$ cat config.mk
export PLATFORM = sky130hd
export DESIGN_NAME = mdio_mgmt_ctrl
export DESIGN_NICKNAME = d
export VERILOG_FILES = /design/src/rtl/mdio_mgmt_pkg.sv /design/src/rtl/mdio_frame_timer.sv /design/src/rtl/mdio_scan_tracker.sv /design/src/rtl/mdio_user_port.sv /design/src/rtl/mdio_mgmt_ctrl.sv
export SDC_FILE = /design/constraint.sdc
export NUM_CORES = 1
export LEC_CHECK = 0
export BUFFER_PORTS_ARGS = -buffer_cell sky130_fd_sc_hd__clkbuf_2
export CAP_MARGIN = 5
export CELL_PAD_IN_SITES_DETAIL_PLACEMENT = 2
export CELL_PAD_IN_SITES_GLOBAL_PLACEMENT = 2
export CORE_AREA = 2 2 123 215
export CTS_CLUSTER_DIAMETER = 150
export CTS_CLUSTER_SIZE = 14
export DETAILED_ROUTE_END_ITERATION = 8
export DIE_AREA = 0 0 125 217
export GPL_TIMING_DRIVEN = 0
export HOLD_SLACK_MARGIN = 0.05
export PLACE_DENSITY_LB_ADDON = 0.1
export SYNTH_ARGS = -nofsm -noshare
export SYNTH_HDL_FRONTEND = slang
export SYNTH_SLANG_ARGS = --single-unit
$ cat constraint.sdc
create_clock -name clk -period 4.82 [get_ports clk]
set_input_delay 0.482 -clock clk [delete_from_list [all_inputs] [get_ports clk]]
set_output_delay 0.482 -clock clk [all_outputs]
set_load 0.05 [all_outputs]
$ cat src/rtl/mdio_mgmt_pkg.sv
package mdio_mgmt_pkg;

  localparam int PHY_AW = 5;
  localparam int REG_AW = 5;
  localparam int MDATA_W = 16;

  localparam logic [2:0] SEL_REVISION = 3'd0;
  localparam logic [2:0] SEL_CONTROL  = 3'd1;
  localparam logic [2:0] SEL_PRESENCE = 3'd2;
  localparam logic [2:0] SEL_LINKMAP  = 3'd3;
  localparam logic [2:0] SEL_USERWORD = 3'd4;

  localparam int CTL_QUIET_BIT = 31;
  localparam int CTL_RUN_BIT   = 30;

  localparam int UW_START_BIT = 31;
  localparam int UW_WRITE_BIT = 30;
  localparam int UW_ANS_BIT   = 29;
  localparam int UW_REG_LSB   = 21;
  localparam int UW_PHY_LSB   = 16;

  localparam logic [REG_AW-1:0] SCAN_STATUS_REG = 5'd1;
  localparam int LINK_UP_BIT = 2;

  typedef struct packed {
    logic                 is_user;
    logic                 write;
    logic [PHY_AW-1:0]    phy;
    logic [REG_AW-1:0]    regad;
    logic [MDATA_W-1:0]   wdata;
  } frame_desc_t;

  function automatic logic [31:0] pack_user_word(
    input logic               start,
    input logic               write,
    input logic               ans,
    input logic [REG_AW-1:0]  regad,
    input logic [PHY_AW-1:0]  phy,
    input logic [MDATA_W-1:0] data
  );
    logic [31:0] w;
    w = '0;
    w[UW_START_BIT] = start;
    w[UW_WRITE_BIT] = write;
    w[UW_ANS_BIT]   = ans;
    w[UW_REG_LSB +: REG_AW] = regad;
    w[UW_PHY_LSB +: PHY_AW] = phy;
    w[MDATA_W-1:0] = data;
    return w;
  endfunction

endpackage

$ cat src/rtl/mdio_frame_timer.sv
module mdio_frame_timer
  import mdio_mgmt_pkg::*;
#(
  parameter int FRAME_BITS = 64,
  parameter int DIV_W      = 16
) (
  input  logic             clk,
  input  logic             rst_n,
  input  logic             start,
  input  logic [DIV_W-1:0] div,
  input  frame_desc_t      desc_in,
  output logic             active,
  output logic             done,
  output frame_desc_t      desc_q
);

  localparam int CNT_W = DIV_W + $clog2(FRAME_BITS) + 1;

  logic [CNT_W-1:0] cnt_q;

  function automatic logic [CNT_W-1:0] frame_cycles(input logic [DIV_W-1:0] d);
    return CNT_W'(FRAME_BITS) * (CNT_W'(d) + CNT_W'(1));
  endfunction

  always_ff @(posedge clk) begin
    if (!rst_n) begin
      active <= 1'b0;
      cnt_q  <= '0;
      desc_q <= '0;
    end else if (start) begin
      active <= 1'b1;
      cnt_q  <= frame_cycles(div) - CNT_W'(1);
      desc_q <= desc_in;
    end else if (active) begin
      if (cnt_q == '0) active <= 1'b0;
      else             cnt_q  <= cnt_q - CNT_W'(1);
    end
  end

  assign done = active && (cnt_q == '0);

endmodule

$ cat src/rtl/mdio_scan_tracker.sv
module mdio_scan_tracker
  import mdio_mgmt_pkg::*;
#(
  parameter int NUM_PHY = 32,
  parameter int PTR_W   = $clog2(NUM_PHY)
) (
  input  logic               clk,
  input  logic               rst_n,
  input  logic               scan_done,
  input  logic               resp_ack,
  input  logic [MDATA_W-1:0] resp_data,
  output logic [PTR_W-1:0]   ptr,
  output logic [NUM_PHY-1:0] alive,
  output logic [NUM_PHY-1:0] link
);

  function automatic logic [PTR_W-1:0] next_addr(input logic [PTR_W-1:0] a);
    return (a == PTR_W'(NUM_PHY - 1)) ? '0 : a + PTR_W'(1);
  endfunction

  always_ff @(posedge clk) begin
    if (!rst_n)         ptr <= '0;
    else if (scan_done) ptr <= next_addr(ptr);
  end

  for (genvar g = 0; g < NUM_PHY; g++) begin : g_slot
    logic hit;
    assign hit = scan_done && (ptr == PTR_W'(g));
    always_ff @(posedge clk) begin
      if (!rst_n) begin
        alive[g] <= 1'b0;
        link[g]  <= 1'b0;
      end else if (hit) begin
        alive[g] <= resp_ack;
        if (resp_ack) link[g] <= resp_data[LINK_UP_BIT];
      end
    end
  end

endmodule

$ cat src/rtl/mdio_user_port.sv
module mdio_user_port
  import mdio_mgmt_pkg::*;
(
  input  logic               clk,
  input  logic               rst_n,
  input  logic               wr_en,
  input  logic [31:0]        wdata,
  input  logic               frame_end,
  input  logic               resp_ack,
  input  logic [MDATA_W-1:0] resp_data,
  output logic               accept,
  output logic               go,
  output logic               write,
  output logic [REG_AW-1:0]  regad,
  output logic [PHY_AW-1:0]  phy,
  output logic [MDATA_W-1:0] data,
  output logic [31:0]        word
);

  logic ans;

  assign accept = wr_en && !go;

  always_ff @(posedge clk) begin
    if (!rst_n) begin
      go    <= 1'b0;
      write <= 1'b0;
      ans   <= 1'b0;
      regad <= '0;
      phy   <= '0;
      data  <= '0;
    end else if (accept) begin
      go    <= wdata[UW_START_BIT];
      write <= wdata[UW_WRITE_BIT];
      ans   <= 1'b0;
      regad <= wdata[UW_REG_LSB +: REG_AW];
      phy   <= wdata[UW_PHY_LSB +: PHY_AW];
      data  <= wdata[MDATA_W-1:0];
    end else if (frame_end) begin
      go <= 1'b0;
      if (write) begin
        ans <= 1'b0;
      end else begin
        ans <= resp_ack;
        if (resp_ack) data <= resp_data;
      end
    end
  end

  assign word = pack_user_word(go, write, ans, regad, phy, data);

endmodule

$ cat src/rtl/mdio_mgmt_ctrl.sv
module mdio_mgmt_ctrl
  import mdio_mgmt_pkg::*;
#(
  parameter int              FRAME_BITS = 64,
  parameter int              DIV_W      = 16,
  parameter logic [15:0]     DIV_RESET  = 16'h00FF,
  parameter logic [7:0]      REV_MAJOR  = 8'd1,
  parameter logic [7:0]      REV_MINOR  = 8'd4,
  parameter int              NUM_PHY    = 32
) (
  input  logic        clk,
  input  logic        rst_n,
  input  logic [2:0]  reg_sel,
  input  logic        reg_we,
  input  logic [31:0] reg_wdata,
  output logic [31:0] reg_rdata,
  output logic        frm_active,
  output logic        frm_done,
  output logic        frm_write,
  output logic [4:0]  frm_phy,
  output logic [4:0]  frm_reg,
  output logic [15:0] frm_wdata,
  input  logic        phy_ack,
  input  logic [15:0] phy_rdata
);

  localparam int PTR_W = $clog2(NUM_PHY);

  logic               run_q;
  logic [DIV_W-1:0]   div_q;
  logic               ctl_wr, user_wr;
  logic               start_frame;
  logic               frame_active, frame_done;
  logic               user_done, scan_done;
  logic               desc_is_user;
  logic               quiet;
  frame_desc_t        next_desc, cur_desc;

  logic               u_go, u_write, user_accept;
  logic [REG_AW-1:0]  u_reg;
  logic [PHY_AW-1:0]  u_phy;
  logic [MDATA_W-1:0] u_data;
  logic [31:0]        u_word;

  logic [PTR_W-1:0]   scan_ptr;
  logic [NUM_PHY-1:0] alive_q, link_q;

  assign ctl_wr  = reg_we && (reg_sel == SEL_CONTROL);
  assign user_wr = reg_we && (reg_sel == SEL_USERWORD);

  always_ff @(posedge clk) begin
    if (!rst_n) begin
      run_q <= 1'b0;
      div_q <= DIV_W'(DIV_RESET);
    end else if (ctl_wr) begin
      run_q <= reg_wdata[CTL_RUN_BIT];
      div_q <= reg_wdata[DIV_W-1:0];
    end
  end

  // Arbitration: a frame starts whenever the engine is free and running;
  // a pending user request always wins that slot.
  assign start_frame = run_q && !frame_active;

  always_comb begin
    next_desc = '0;
    if (u_go) begin
      next_desc.is_user = 1'b1;
      next_desc.write   = u_write;
      next_desc.phy     = u_phy;
      next_desc.regad   = u_reg;
      next_desc.wdata   = u_data;
    end else begin
      next_desc.is_user = 1'b0;
      next_desc.write   = 1'b0;
      next_desc.phy     = PHY_AW'(scan_ptr);
      next_desc.regad   = SCAN_STATUS_REG;
      next_desc.wdata   = '0;
    end
  end

  mdio_frame_timer #(
    .FRAME_BITS (FRAME_BITS),
    .DIV_W      (DIV_W)
  ) u_timer (
    .clk     (clk),
    .rst_n   (rst_n),
    .start   (start_frame),
    .div     (div_q),
    .desc_in (next_desc),
    .active  (frame_active),
    .done    (frame_done),
    .desc_q  (cur_desc)
  );

  assign desc_is_user = cur_desc.is_user;
  assign user_done    = frame_done && desc_is_user;
  assign scan_done    = frame_done && !desc_is_user;
  assign quiet        = !run_q && !frame_active;

  mdio_user_port u_user (
    .clk       (clk),
    .rst_n     (rst_n),
    .wr_en     (user_wr),
    .wdata     (reg_wdata),
    .frame_end (user_done),
    .resp_ack  (phy_ack),
    .resp_data (phy_rdata),
    .accept    (user_accept),
    .go        (u_go),
    .write     (u_write),
    .regad     (u_reg),
    .phy       (u_phy),
    .data      (u_data),
    .word      (u_word)
  );

  mdio_scan_tracker #(
    .NUM_PHY (NUM_PHY),
    .PTR_W   (PTR_W)
  ) u_scan (
    .clk       (clk),
    .rst_n     (rst_n),
    .scan_done (scan_done),
    .resp_ack  (phy_ack),
    .resp_data (phy_rdata),
    .ptr       (scan_ptr),
    .alive     (alive_q),
    .link      (link_q)
  );

  function automatic logic [31:0] pack_control(input logic q, input logic r,
                                               input logic [DIV_W-1:0] d);
    logic [31:0] w;
    w = '0;
    w[CTL_QUIET_BIT] = q;
    w[CTL_RUN_BIT]   = r;
    w[DIV_W-1:0]     = d;
    return w;
  endfunction

  always_comb begin
    case (reg_sel)
      SEL_REVISION: reg_rdata = {16'h0000, REV_MAJOR, REV_MINOR};
      SEL_CONTROL:  reg_rdata = pack_control(quiet, run_q, div_q);
      SEL_PRESENCE: reg_rdata = 32'(alive_q);
      SEL_LINKMAP:  reg_rdata = 32'(link_q);
      SEL_USERWORD: reg_rdata = u_word;
      default:      reg_rdata = '0;
    endcase
  end

  assign frm_active = frame_active;
  assign frm_done   = frame_done;
  assign frm_write  = cur_desc.write;
  assign frm_phy    = cur_desc.phy;
  assign frm_reg    = cur_desc.regad;
  assign frm_wdata  = cur_desc.wdata;

endmodule

==> metrics.md <==
| Metric | Value |
|---|---|
| FF+latch area | `0.003343 mm2` |
| Synth Area in Compound Gates | `0.2277` |
| Area of the multi-input gates | `0.005293 mm2` |
| Final Critical Period | `3.387 ns` |
| Post-CTS Setup Bufs | `0` |
| Area Growth Syn to Fin | `16.33%` |
| Post-synth EDFFs | `0` |
| CTS tree | `yes` |
| Final #Nets | `1360` |
| Largest family of logic cells by synthesized area | `simple AND/OR/NAND/NOR gates` |
| Post-Place Cells | `1596` |
| Pleak | `4.296 nW` |
| Die Y | `217 um` |
| Async set-or-reset flop fraction in the synthesized netlist | `0` |
| Avg Cell Area, Syn | `7.944 um2` |
| # IOs | `116` |
| Gpl congestion | `0.8966` |
| Period utilization | `0.7027` |
| Top-count cell post-synth | `nand2_1` |
| Antenna-violating nets left | `0` |
| Drt first pass iters | `4` |
| Syn nets | `1234` |
| CP max FO | `10` |
| Outcome | `completed` |
| Top area cells in the synthesized netlist | `dfxtp_1, nand2_1, a21boi_0, o21ai_0, nand3_1` |
| Slew Limit Headroom | `0.2587` |
| WS Path Type | `in2out` |
| GRT Total Usage | `0.3104` |
| Core footprint | `0.02557 mm2` |
| GR Overflow Total | `0` |
| Clk Latency, worst-skew pair | `0.46 ns` |
| Die Area | `0.02713 mm2` |
| Clock buffer count from CTS | `17` |
| Final setup fails | `0` |
| Layout Cells excl Fill | `1627` |
| Req. time, crit path | `4.34 ns` |
| Synth Cell Area | `0.009286 mm2` |
| First-pass GRT wire length | `63070 um` |
| Floorplan row count | `78` |
| Final Hold Violating Endpoints | `0` |
| Die outline width | `125 um` |
| Max Root-Sink Buffers | `2` |
| Synth top area share | `0.3600` |
| Synth Warn # | `0` |
| Post-synth cell types | `64` |
| Yosys top cell by area | `dfxtp_1` |
| Worst Tran Pin Value | `1.102 ns` |
| Largest net degree at the start of global routing | `17` |
| Hold-fix buffers, CTS | `0` |
| Synth Area in Adders | `0.01347` |
| Reg clk slew, reported paths | `0.07 ns` |
| Number of global-route vias before repair | `10340` |
| Multiplexer area fraction after synthesis | `0.05039` |
| Synth Flop Type | `dfxtp_1` |
| Clk root buf | `clkbuf_16` |
| Commonest cells post-synth | `nand2_1, dfxtp_1, a21boi_0` |
| Crit path from | `reg_sel[1]` |
| Max Slew Vio Count | `0` |
| Wire per inst | `25.75 um` |
| Vias/cell | `5.807` |
| Post-Route Setup TNS | `0 ns` |
| Filler instances | `3041` |
| Initial antenna violation count | `1` |
| Worst hold start | `reg_wdata[20]` |
| Highest clock rate | `0.2953 GHz` |
| Unrepaired setup endpoints after global routing | `false` |
| Detailed-route DRC error count | `0` |
| Pwr/cell area | `308.5 mW/mm2` |
| Post-synthesis sequential area ratio | `0.3600` |
| Gates resized, CTS repair | `0` |
| # clock sinks | `167` |
| Post-Synth Simple-Gate Area | `0.2472` |
| DRT Wirelength | `41900 um` |
| VDD IR max | `0.2535 mV` |
| H-tree depth | `4` |
| DR iter-0 viols | `381` |
| HPWL Detailed | `33090 um` |
| Crit. End Element | `primary output` |
| PortBufs | `107` |
| Arrival time at the worst endpoint | `2.90 ns` |
| Worst setup SP type | `input pin` |
| XOR/XNOR Fraction of Synth Area | `0.03112` |
| Synthesized flop and latch total | `167` |
| Syn Inst Count | `1169` |
| Via Count | `9448` |
| Ant diodes | `0` |
| Layout cells sized above 1 | `0.1637` |
| Clk_skew | `0.008547 ns` |
| Hold WC Path Type | `in2reg` |
| Reg-to-Reg Start | `u_timer.cnt_q[3]` |
| Max-cap viol count | `0` |
| Initial core utilization | `0.3632` |
==> through the flow <==
step                power, W    util  setup WS, ns  hold slack (ns)  instance area [um2]
floorplan           0.001770       -         1.772           0.4330                 9286
global placement    0.001937  0.3998         1.483           0.4505                10220
detailed placement  0.001950  0.3998         1.461           0.4654                10220
CTS                 0.003347  0.4225         1.404           0.2425                10800
global route        0.003434  0.4225         1.348           0.2608                10800
finish              0.003333  0.4225         1.433           0.2482                10800
==> critical path: stages <==
cell and delay, ns:
clkbuf_1 0.28, inv_1 0.19, nor2_1 0.45, clkbuf_1 0.48, a22oi_1 0.27, o21ai_0 0.39, clkbuf_2 0.35
==> where the power goes <==
group / internal (W) / leakage (nW) / switching [W]
Sequential: 0.00140 / 1.35 / 0.0000278
Combinational: 0.000161 / 2.67 / 0.000328
Clock: 0.000787 / 0.278 / 0.000626
==> area by class of cell <==
| class | instances | share of cell area |
|---|---|---|
| sequential | 167 | 0.3095 |
| timing repair buffer | 107 | 0.04957 |
| clock buffer | 20 | 0.04227 |
| tap | 320 | 0.03706 |
| inverter | 10 | 0.003475 |
| multi-input combinational | 865 | 0.4899 |
| buffer | 127 | 0.05675 |
| clock inverter | 11 | 0.01147 |
==> state kept, by name, summed over array words and instances, names as in the netlist, 5 cells and up <==
register,flops
div_q,16
u_user.data,16
u_scan.link,32
u_timer.cnt_q,23
u_user.regad,5
u_user.phy,5
u_timer.desc_q,28
u_scan.alive,32
u_scan.ptr,5
==> placed cells by master (no fill, tap or decap), types with 12 or more instances in the layout <==
cell / n
nor2_1: 41
clkbuf_2: 108
nand4_1: 34
o21ai_0: 100
o211a_1: 25
nand3_1: 80
buf_2: 12
a21oi_1: 24
mux2_2: 14
dfxtp_1: 167
nor2b_1: 22
a21boi_0: 105
nand2_1: 211
mux2i_1: 31
xor2_1: 13
nor3_1: 15
xnor2_1: 20
buf_4: 28
clkbuf_16: 17
a22oi_1: 19
clkbuf_1: 74
==> kinds of logic after synthesis <==
family	Yosys count
mux	45
fa+ha+maj	10
xor+xnor	33
buf+inv	137
flops	167
compound gates	312
simple gates	465
==> worst paths after layout <==
kind	slack (ns)	cells past startpoint	to
max	1.43	7	reg_rdata[6]
min	0.25	3	u_user.phy[4]
max reg2reg	1.52	7	u_scan.link[3]
min reg2reg	0.47	2	u_timer.desc_q[19]
==> metal layers <==
| metal | track usage | up-vias | share of wire |
|---|---|---|---|
| met4 | 0.1830 | 0 | 0.059 |
| met1 | 0.3014 | 4805 | 0.35 |
| met2 | 0.6158 | 206 | 0.56 |
| met5 | 0 | - | 0 |
| li1 | - | 4349 | - |
| met3 | 0.03663 | 88 | 0.029 |
(Power assumes the default switching activity.)
